**src/rtl/xrx_pkg.sv**
```systemverilog
`timescale 1ns/1ps
package xrx_pkg;
   typedef enum logic {
      XRX_PIN  = 1'b0,
      XRX_SLOT = 1'b1
   } xrx_mode_e;
endpackage

```
**src/rtl/xrx_cfg_hold.sv**
```systemverilog
`timescale 1ns/1ps
// Captures mode and slot window on the first enabled edge; live values pass
// through during that first edge so no cycle is lost.
module xrx_cfg_hold #(
   parameter int OFS_W = 8
) (
   input  logic             clk,
   input  logic             rst_n,
   input  logic             rx_en,
   input  logic             mode_in,
   input  logic [OFS_W-1:0] off_in,
   input  logic [OFS_W-1:0] wid_in,
   output logic             mode_eff,
   output logic [OFS_W-1:0] off_eff,
   output logic [OFS_W-1:0] wid_eff
);
   logic             en_q;
   logic             mode_q;
   logic [OFS_W-1:0] off_q;
   logic [OFS_W-1:0] wid_q;

   always_ff @(posedge clk or negedge rst_n) begin
      if (!rst_n) begin
         en_q   <= 1'b0;
         mode_q <= 1'b0;
         off_q  <= '0;
         wid_q  <= '0;
      end else begin
         en_q <= rx_en;
         if (!en_q) begin
            mode_q <= mode_in;
            off_q  <= off_in;
            wid_q  <= wid_in;
         end
      end
   end

   assign mode_eff = en_q ? mode_q : mode_in;
   assign off_eff  = en_q ? off_q  : off_in;
   assign wid_eff  = en_q ? wid_q  : wid_in;
endmodule

```
**src/rtl/xrx_sync_gate.sv**
```systemverilog
`timescale 1ns/1ps
// Decides on each edge whether the current bit is taken, and holds the lock.
module xrx_sync_gate #(
   parameter int OFS_W   = 8,
   parameter bit SLOT_EN = 1'b1
) (
   input  logic             clk,
   input  logic             rst_n,
   input  logic             rx_en,
   input  logic             mode,
   input  logic [OFS_W-1:0] off,
   input  logic [OFS_W-1:0] wid,
   input  logic             sync_n,
   input  logic             frame_sync,
   output logic             take,
   output logic             synced
);
   import xrx_pkg::*;

   localparam int POS_W = OFS_W + 1;

   logic synced_q;
   logic pin_take;
   logic slot_take;

   assign pin_take = synced_q | ~sync_n;

   generate
      if (SLOT_EN) begin : g_slot
         logic [POS_W-1:0] pos_q;
         logic             seen_q;
         logic [POS_W-1:0] cur_pos;
         logic [POS_W-1:0] win_lo;
         logic [POS_W-1:0] win_hi;

         assign cur_pos   = frame_sync ? '0 : pos_q;
         assign win_lo    = {1'b0, off};
         assign win_hi    = win_lo + {1'b0, wid};
         assign slot_take = (frame_sync | seen_q) &&
                            (cur_pos >= win_lo) && (cur_pos < win_hi);

         always_ff @(posedge clk or negedge rst_n) begin
            if (!rst_n) begin
               pos_q  <= '0;
               seen_q <= 1'b0;
            end else if (!rx_en) begin
               pos_q  <= '0;
               seen_q <= 1'b0;
            end else begin
               if (frame_sync) begin
                  seen_q <= 1'b1;
                  pos_q  <= POS_W'(1);
               end else if (seen_q && (pos_q != {POS_W{1'b1}})) begin
                  pos_q <= pos_q + POS_W'(1);
               end
            end
         end
      end else begin : g_noslot
         assign slot_take = 1'b0;
      end
   endgenerate

   assign take = rx_en && ((mode == XRX_SLOT) ? slot_take : pin_take);

   always_ff @(posedge clk or negedge rst_n) begin
      if (!rst_n)      synced_q <= 1'b0;
      else if (!rx_en) synced_q <= 1'b0;
      else             synced_q <= synced_q | take;
   end

   assign synced = synced_q;
endmodule

```
**src/rtl/xrx_char_asm.sv**
```systemverilog
`timescale 1ns/1ps
// LSB-first shift assembly of taken bits into characters.
module xrx_char_asm #(
   parameter int CHAR_W = 8
) (
   input  logic              clk,
   input  logic              rst_n,
   input  logic              rx_en,
   input  logic              take,
   input  logic              bit_in,
   output logic              char_done,
   output logic              char_valid,
   output logic [CHAR_W-1:0] char_data
);
   localparam int CNT_W = $clog2(CHAR_W);

   logic [CHAR_W-1:0] sh_q;
   logic [CHAR_W-1:0] sh_n;
   logic [CNT_W-1:0]  cnt_q;

   assign sh_n      = {bit_in, sh_q[CHAR_W-1:1]};
   assign char_done = take && (cnt_q == CNT_W'(CHAR_W - 1));

   always_ff @(posedge clk or negedge rst_n) begin
      if (!rst_n) begin
         sh_q       <= '0;
         cnt_q      <= '0;
         char_valid <= 1'b0;
         char_data  <= '0;
      end else if (!rx_en) begin
         sh_q       <= '0;
         cnt_q      <= '0;
         char_valid <= 1'b0;
      end else begin
         char_valid <= char_done;
         if (take) begin
            sh_q  <= sh_n;
            cnt_q <= char_done ? '0 : cnt_q + CNT_W'(1);
         end
         if (char_done) char_data <= sh_n;
      end
   end
endmodule

```
**src/rtl/xrx_buf_count.sv**
```systemverilog
`timescale 1ns/1ps
// Counts characters per buffer and raises end-of-buffer events.
module xrx_buf_count #(
   parameter int LEN_W = 8
) (
   input  logic             clk,
   input  logic             rst_n,
   input  logic             rx_en,
   input  logic             char_done,
   input  logic [LEN_W-1:0] buf_len,
   input  logic             buf_cont,
   output logic             buf_wrap,
   output logic             buf_full
);
   logic [LEN_W-1:0] cnt_q;
   logic             last_c;

   assign last_c = char_done && (cnt_q == (buf_len - LEN_W'(1)));

   always_ff @(posedge clk or negedge rst_n) begin
      if (!rst_n) begin
         cnt_q    <= '0;
         buf_wrap <= 1'b0;
         buf_full <= 1'b0;
      end else if (!rx_en) begin
         cnt_q    <= '0;
         buf_wrap <= 1'b0;
         buf_full <= 1'b0;
      end else begin
         buf_wrap <= last_c;
         buf_full <= last_c & ~buf_cont;
         if (char_done) cnt_q <= last_c ? '0 : cnt_q + LEN_W'(1);
      end
   end
endmodule

```
**src/rtl/sync_xparent_rx.sv**
```systemverilog
`timescale 1ns/1ps
module sync_xparent_rx #(
   parameter int CHAR_W  = 8,
   parameter int OFS_W   = 8,
   parameter int LEN_W   = 8,
   parameter bit SLOT_EN = 1'b1
) (
   input  logic              clk,
   input  logic              rst_n,
   input  logic              rx_en,
   input  logic              slot_mode,
   input  logic              sync_n,
   input  logic              frame_sync,
   input  logic              rx_bit,
   input  logic [OFS_W-1:0]  slot_offset,
   input  logic [OFS_W-1:0]  slot_width,
   input  logic [LEN_W-1:0]  buf_len,
   input  logic              buf_cont,
   output logic              synced,
   output logic              char_valid,
   output logic [CHAR_W-1:0] char_data,
   output logic              buf_wrap,
   output logic              buf_full
);
   generate
      if (CHAR_W < 2) begin : g_bad_char
         $error("CHAR_W must be at least 2");
      end
      if (OFS_W < 1) begin : g_bad_ofs
         $error("OFS_W must be at least 1");
      end
      if (LEN_W < 1) begin : g_bad_len
         $error("LEN_W must be at least 1");
      end
   endgenerate

   logic             mode_eff;
   logic [OFS_W-1:0] off_eff;
   logic [OFS_W-1:0] wid_eff;
   logic             take;
   logic             char_done;

   xrx_cfg_hold #(.OFS_W(OFS_W)) u_cfg (
      .clk(clk), .rst_n(rst_n), .rx_en(rx_en),
      .mode_in(slot_mode), .off_in(slot_offset), .wid_in(slot_width),
      .mode_eff(mode_eff), .off_eff(off_eff), .wid_eff(wid_eff)
   );

   xrx_sync_gate #(.OFS_W(OFS_W), .SLOT_EN(SLOT_EN)) u_gate (
      .clk(clk), .rst_n(rst_n), .rx_en(rx_en),
      .mode(mode_eff), .off(off_eff), .wid(wid_eff),
      .sync_n(sync_n), .frame_sync(frame_sync),
      .take(take), .synced(synced)
   );

   xrx_char_asm #(.CHAR_W(CHAR_W)) u_asm (
      .clk(clk), .rst_n(rst_n), .rx_en(rx_en),
      .take(take), .bit_in(rx_bit),
      .char_done(char_done), .char_valid(char_valid), .char_data(char_data)
   );

   xrx_buf_count #(.LEN_W(LEN_W)) u_buf (
      .clk(clk), .rst_n(rst_n), .rx_en(rx_en),
      .char_done(char_done), .buf_len(buf_len), .buf_cont(buf_cont),
      .buf_wrap(buf_wrap), .buf_full(buf_full)
   );
endmodule

```
**config.mk**
```make
export PLATFORM = sky130hd
export DESIGN_NAME = sync_xparent_rx
export DESIGN_NICKNAME = d
export VERILOG_FILES = /design/src/rtl/xrx_pkg.sv /design/src/rtl/xrx_cfg_hold.sv /design/src/rtl/xrx_sync_gate.sv /design/src/rtl/xrx_char_asm.sv /design/src/rtl/xrx_buf_count.sv /design/src/rtl/sync_xparent_rx.sv
export SDC_FILE = /design/constraint.sdc
export NUM_CORES = 1
export LEC_CHECK = 0
export CAP_MARGIN = 30
export CORE_MARGIN = 1.5
export CORE_UTILIZATION = 33
export CTS_BUF_LIST = sky130_fd_sc_hd__clkbuf_4
export CTS_CLUSTER_DIAMETER = 80
export CTS_CLUSTER_SIZE = 8
export DETAILED_ROUTE_END_ITERATION = 8
export RECOVER_POWER = 25
export SLEW_MARGIN = 20
export SYNTH_ARGS = -nofsm -noshare
export SYNTH_HDL_FRONTEND = slang
export SYNTH_HIERARCHICAL = 1
export SYNTH_SLANG_ARGS = --single-unit
```
**constraint.sdc**
```tcl
create_clock -name clk -period 7 [get_ports clk]
set_input_delay 1.4 -clock clk [delete_from_list [all_inputs] [get_ports clk]]
set_output_delay 1.4 -clock clk [all_outputs]
set_load 0.01 [all_outputs]
```
==> impl_results.md <==
* Initial cell density of the core at 34.3%
* Post-CTS Hold Fix Bufs at 0
* Antenna Nets Post-Route at 0
* Die Height at 107 um
* Placer Congestion at 0.804
* Violated checks: capacitance limit, slew limit
* Worst slew pin tran at 3.07 ns
* Rel. slew slack at -104%
* Syn Inst Count at 319
* Critical path type: input pin to register
* GRT Overall Usage at 13.3%
* Number of H-tree levels at 3
* Leak Pwr at 1.94 nW
* Setup crit end: u_buf/cnt_q[0]$_DFFE_PN0P_
* Post-Syn Area per Cell at 11.1 um^2
* Setup TNS at 0 ns
* Ys async rst share at 100%
* Post-synth EDFFs at 0
* Row cnt at 37
* Clock Sinks at 58
* TritonCTS clock tree: done
* Top_reg_cell synth: dfrtp_1
* Fin. max-slew vios at 59
* CP startpoint kind: input pin
* Post-Syn Area at 3560 um^2
* Filler cell count at 1038
* Global-route wire length before repair at 12100 um
* Max Fanout on Critical Path at 14
* Ports at 44
* Commonest cells in the netlist: 58 x dfrtp_1, 30 x ha_1, 17 x nor2b_1
* Dominant cells by area after synthesis: dfrtp_1 41%, ha_1 11%, mux2_2 4.8%
* Fin. Hold Viols at 0
* Initial antenna violation count at 0
* Crit path largest cell delay at 0.47 ns
* Max-Cap Viols at 1
* Final Cycle Share at 78.5%
* Slowest cell on the critical path: a211oi_4
* Routed wire length at 6920 um
* Final hold slack at 0.505 ns
* Mapped Nets at 382
* Core area at 10400 um^2
* Status: finished with violations
* Post-DP HPWL at 4860 um
* WL/cell at 13.6 um
* Full die area at 11400 um^2
* DIE WIDTH at 107 um
* Syn-to-layout area delta at 20.1%
* Resized cells post-CTS at 0
* CP arrival at 5.77 ns
* Residual DRC at 0
* Post-DP Area at 4080 um^2
* R2R setup slack at 1.83 ns
* Sequential area share after synthesis at 40.8%
* Clk_skew at 0.0127 ns
* Worst EP required at 7.27 ns
* Footprint of the multi-input gates at 1960 um^2
* Worst VDD drop at 101 uV
* Total grt overflow at 0
* Diode count at 0
* Total number of vias at 2496
* CTS Buf Count at 9
* Register area at 1450 um^2
* CTS clock-pin slew for the worst setup and hold paths at 0.11 ns
* Vias per cell at 4.92
* Top cell type by total area after synthesis: dfrtp_1
* Hold WC Path Type: register to register
* YS warnings at 6
* Worst setup EP type: register
* Longest Clk Path Bufs at 2
* Largest net degree at the start of global routing at 59
* Setup violators final at 0
* DR pass1 iterations at 5
* Post-route cell area at 4270 um^2
* CP startpoint: slot_offset[0]
* Unrepaired setup endpoints after global routing: false
* R2r worst-path depth at 19
* Cell Chain, Critical Path: clkdlybuf4s50_1 -> mux2_2 -> ha_1 -> inv_1 -> fa_1 -> nor2b_1 -> o21a_1 -> o21ai_1 -> a211oi_1 -> a211oi_1 -> ha_1 -> and3_1 -> a221oi_1 -> o211ai_1 -> nand2_1 -> buf_4 -> and2_2 -> o2111ai_1 -> a211oi_4 -> o21ai_0
* Net count, final at 429
* Vias in the first global route at 2567
* Power density cells at 194 nW/um^2
* Min Clock Period, post-route at 5.50 ns
* #FFs+latches synth at 58
* Later-pin clock latency in the skew report at 0.41 ns
* Clock Tree Root: clkbuf_4
* R2r endpoint: u_buf/cnt_q[0]$_DFFE_PN0P_
* Top-area cell type share of the netlist area at 40.8%
* Worst Min Path Start: u_cfg/wid_q[3]$_DFF_PN0_
* Share of cells above drive strength 1 at 13.7%
* RR Startpoint: u_cfg/en_q$_DFF_PN0_
* Iter 0 DRT Violations at 106
* Yosys cell types at 52
* Post-CTS setup buffer count at 0
* PortBufs at 43
* Top-count cell post-synth: dfrtp_1
* F_max at 182 MHz
[how the worst min path moves through the flow]
stage                                             endpoint  cells after the start  slack [ns]
final                             u_cfg/wid_q[3]$_DFF_PN0_                      1        0.50
after global routing              u_cfg/off_q[4]$_DFF_PN0_                      1        0.53
after CTS                         u_cfg/wid_q[4]$_DFF_PN0_                      1        0.51
after detailed placement          u_cfg/wid_q[4]$_DFF_PN0_                      1        0.48
after floorplan           u_gate/g_slot.seen_q$_DFFE_PN0P_                      1        0.46
after global placement            u_cfg/wid_q[4]$_DFF_PN0_                      1        0.48
[power by group]
group	internal, mW	leakage (nW)	total, mW	switching (mW)
sequential	0.347	0.764	0.355	0.00732
combinational	0.0745	1.08	0.151	0.0761
clock	0.184	0.101	0.323	0.139
total	0.605	1.94	0.828	0.222
[state kept, by name (all words and copies together) (netlist names)]
| name | count |
|---|---|
| u_cfg/en_q | 1 |
| u_asm/char_data | 8 |
| u_buf/buf_full | 1 |
| u_gate/g_slot.pos_q | 9 |
| u_asm/char_valid | 1 |
| u_cfg/off_q | 8 |
| u_gate/synced | 1 |
| u_cfg/wid_q | 8 |
| u_buf/buf_wrap | 1 |
| u_gate/g_slot.seen_q | 1 |
| u_asm/sh_q | 7 |
| u_buf/cnt_q | 8 |
| u_cfg/mode_q | 1 |
| u_asm/cnt_q | 3 |
[critical path: cells and delay by family]
family | cells | cell delay (ns)
compound gates | 9 | 2.04
fa+ha+maj | 3 | 0.71
buf+inv | 3 | 0.70
mux | 1 | 0.29
simple gates | 4 | 0.63
[layer usage]
layer | up-vias | part of all wire (%) | global-route usage (%)
li1 | 1238 | - | -
met3 | 10 | 4.2 | 2.49
met2 | 56 | 44 | 20.7
met4 | 0 | 1.7 | 5.43
met5 | - | 0 | 0
met1 | 1192 | 50 | 18.2
[cell families (layout without fill, tap and decap cells)]
kind of cell / after synthesis / in the layout / share of synthesized area [%]
flops: 58 / 58 / 40.8
simple gates: 96 / 96 / 16.4
buf+inv: 25 / 77 / 4.19
mux: 35 / 35 / 11.8
compound gates: 52 / 52 / 10.3
fa+ha+maj: 31 / 31 / 11.1
xor+xnor: 22 / 22 / 5.42
[cells in the final DEF, fill, tap and decap left out, drive strengths merged, types with 2 or more instances in the layout]
cell type      count
a211oi             5
a21boi             3
a21o               3
a21oi             13
and2               2
and3               7
buf                3
bufinv             3
clkbuf            10
clkdlybuf4s50     42
clkinv             3
dfrtp             58
ha                30
inv               16
mux2              25
mux2i             10
nand2              7
nand2b             8
nand3              8
nand3b             6
nand4              7
nor2              13
nor2b             18
nor3               7
nor3b              5
o2111ai            2
o21a               4
o21ai             13
o21bai             2
or3                2
xnor2              6
xor2              16
[layout make-up]
cell class                      instances  area share [%]
Inverter                               15            1.32
Tap cell                              136            3.98
Clock buffer                            9            1.58
Multi-Input combinational cell        236            45.8
Timing Repair Buffer                   46            10.4
Sequential cell                        58            34.0
Clock inverter                          7            2.93
[stage by stage]
| stage | util, % | power [mW] | setup slack (ns) | cells |
|---|---|---|---|---|
| after global placement | 39.4 | 0.508 | 1.24 | 491 |
| after CTS | 41.2 | 0.839 | 1.53 | 507 |
| final | 41.2 | 0.828 | 1.50 | 507 |
| after detailed placement | 39.4 | 0.511 | 1.14 | 491 |
| after floorplan | - | 0.463 | 1.76 | 319 |
| after global routing | 41.2 | 0.875 | 1.16 | 507 |
No activity file was read; power rests on OpenSTA's default activity.
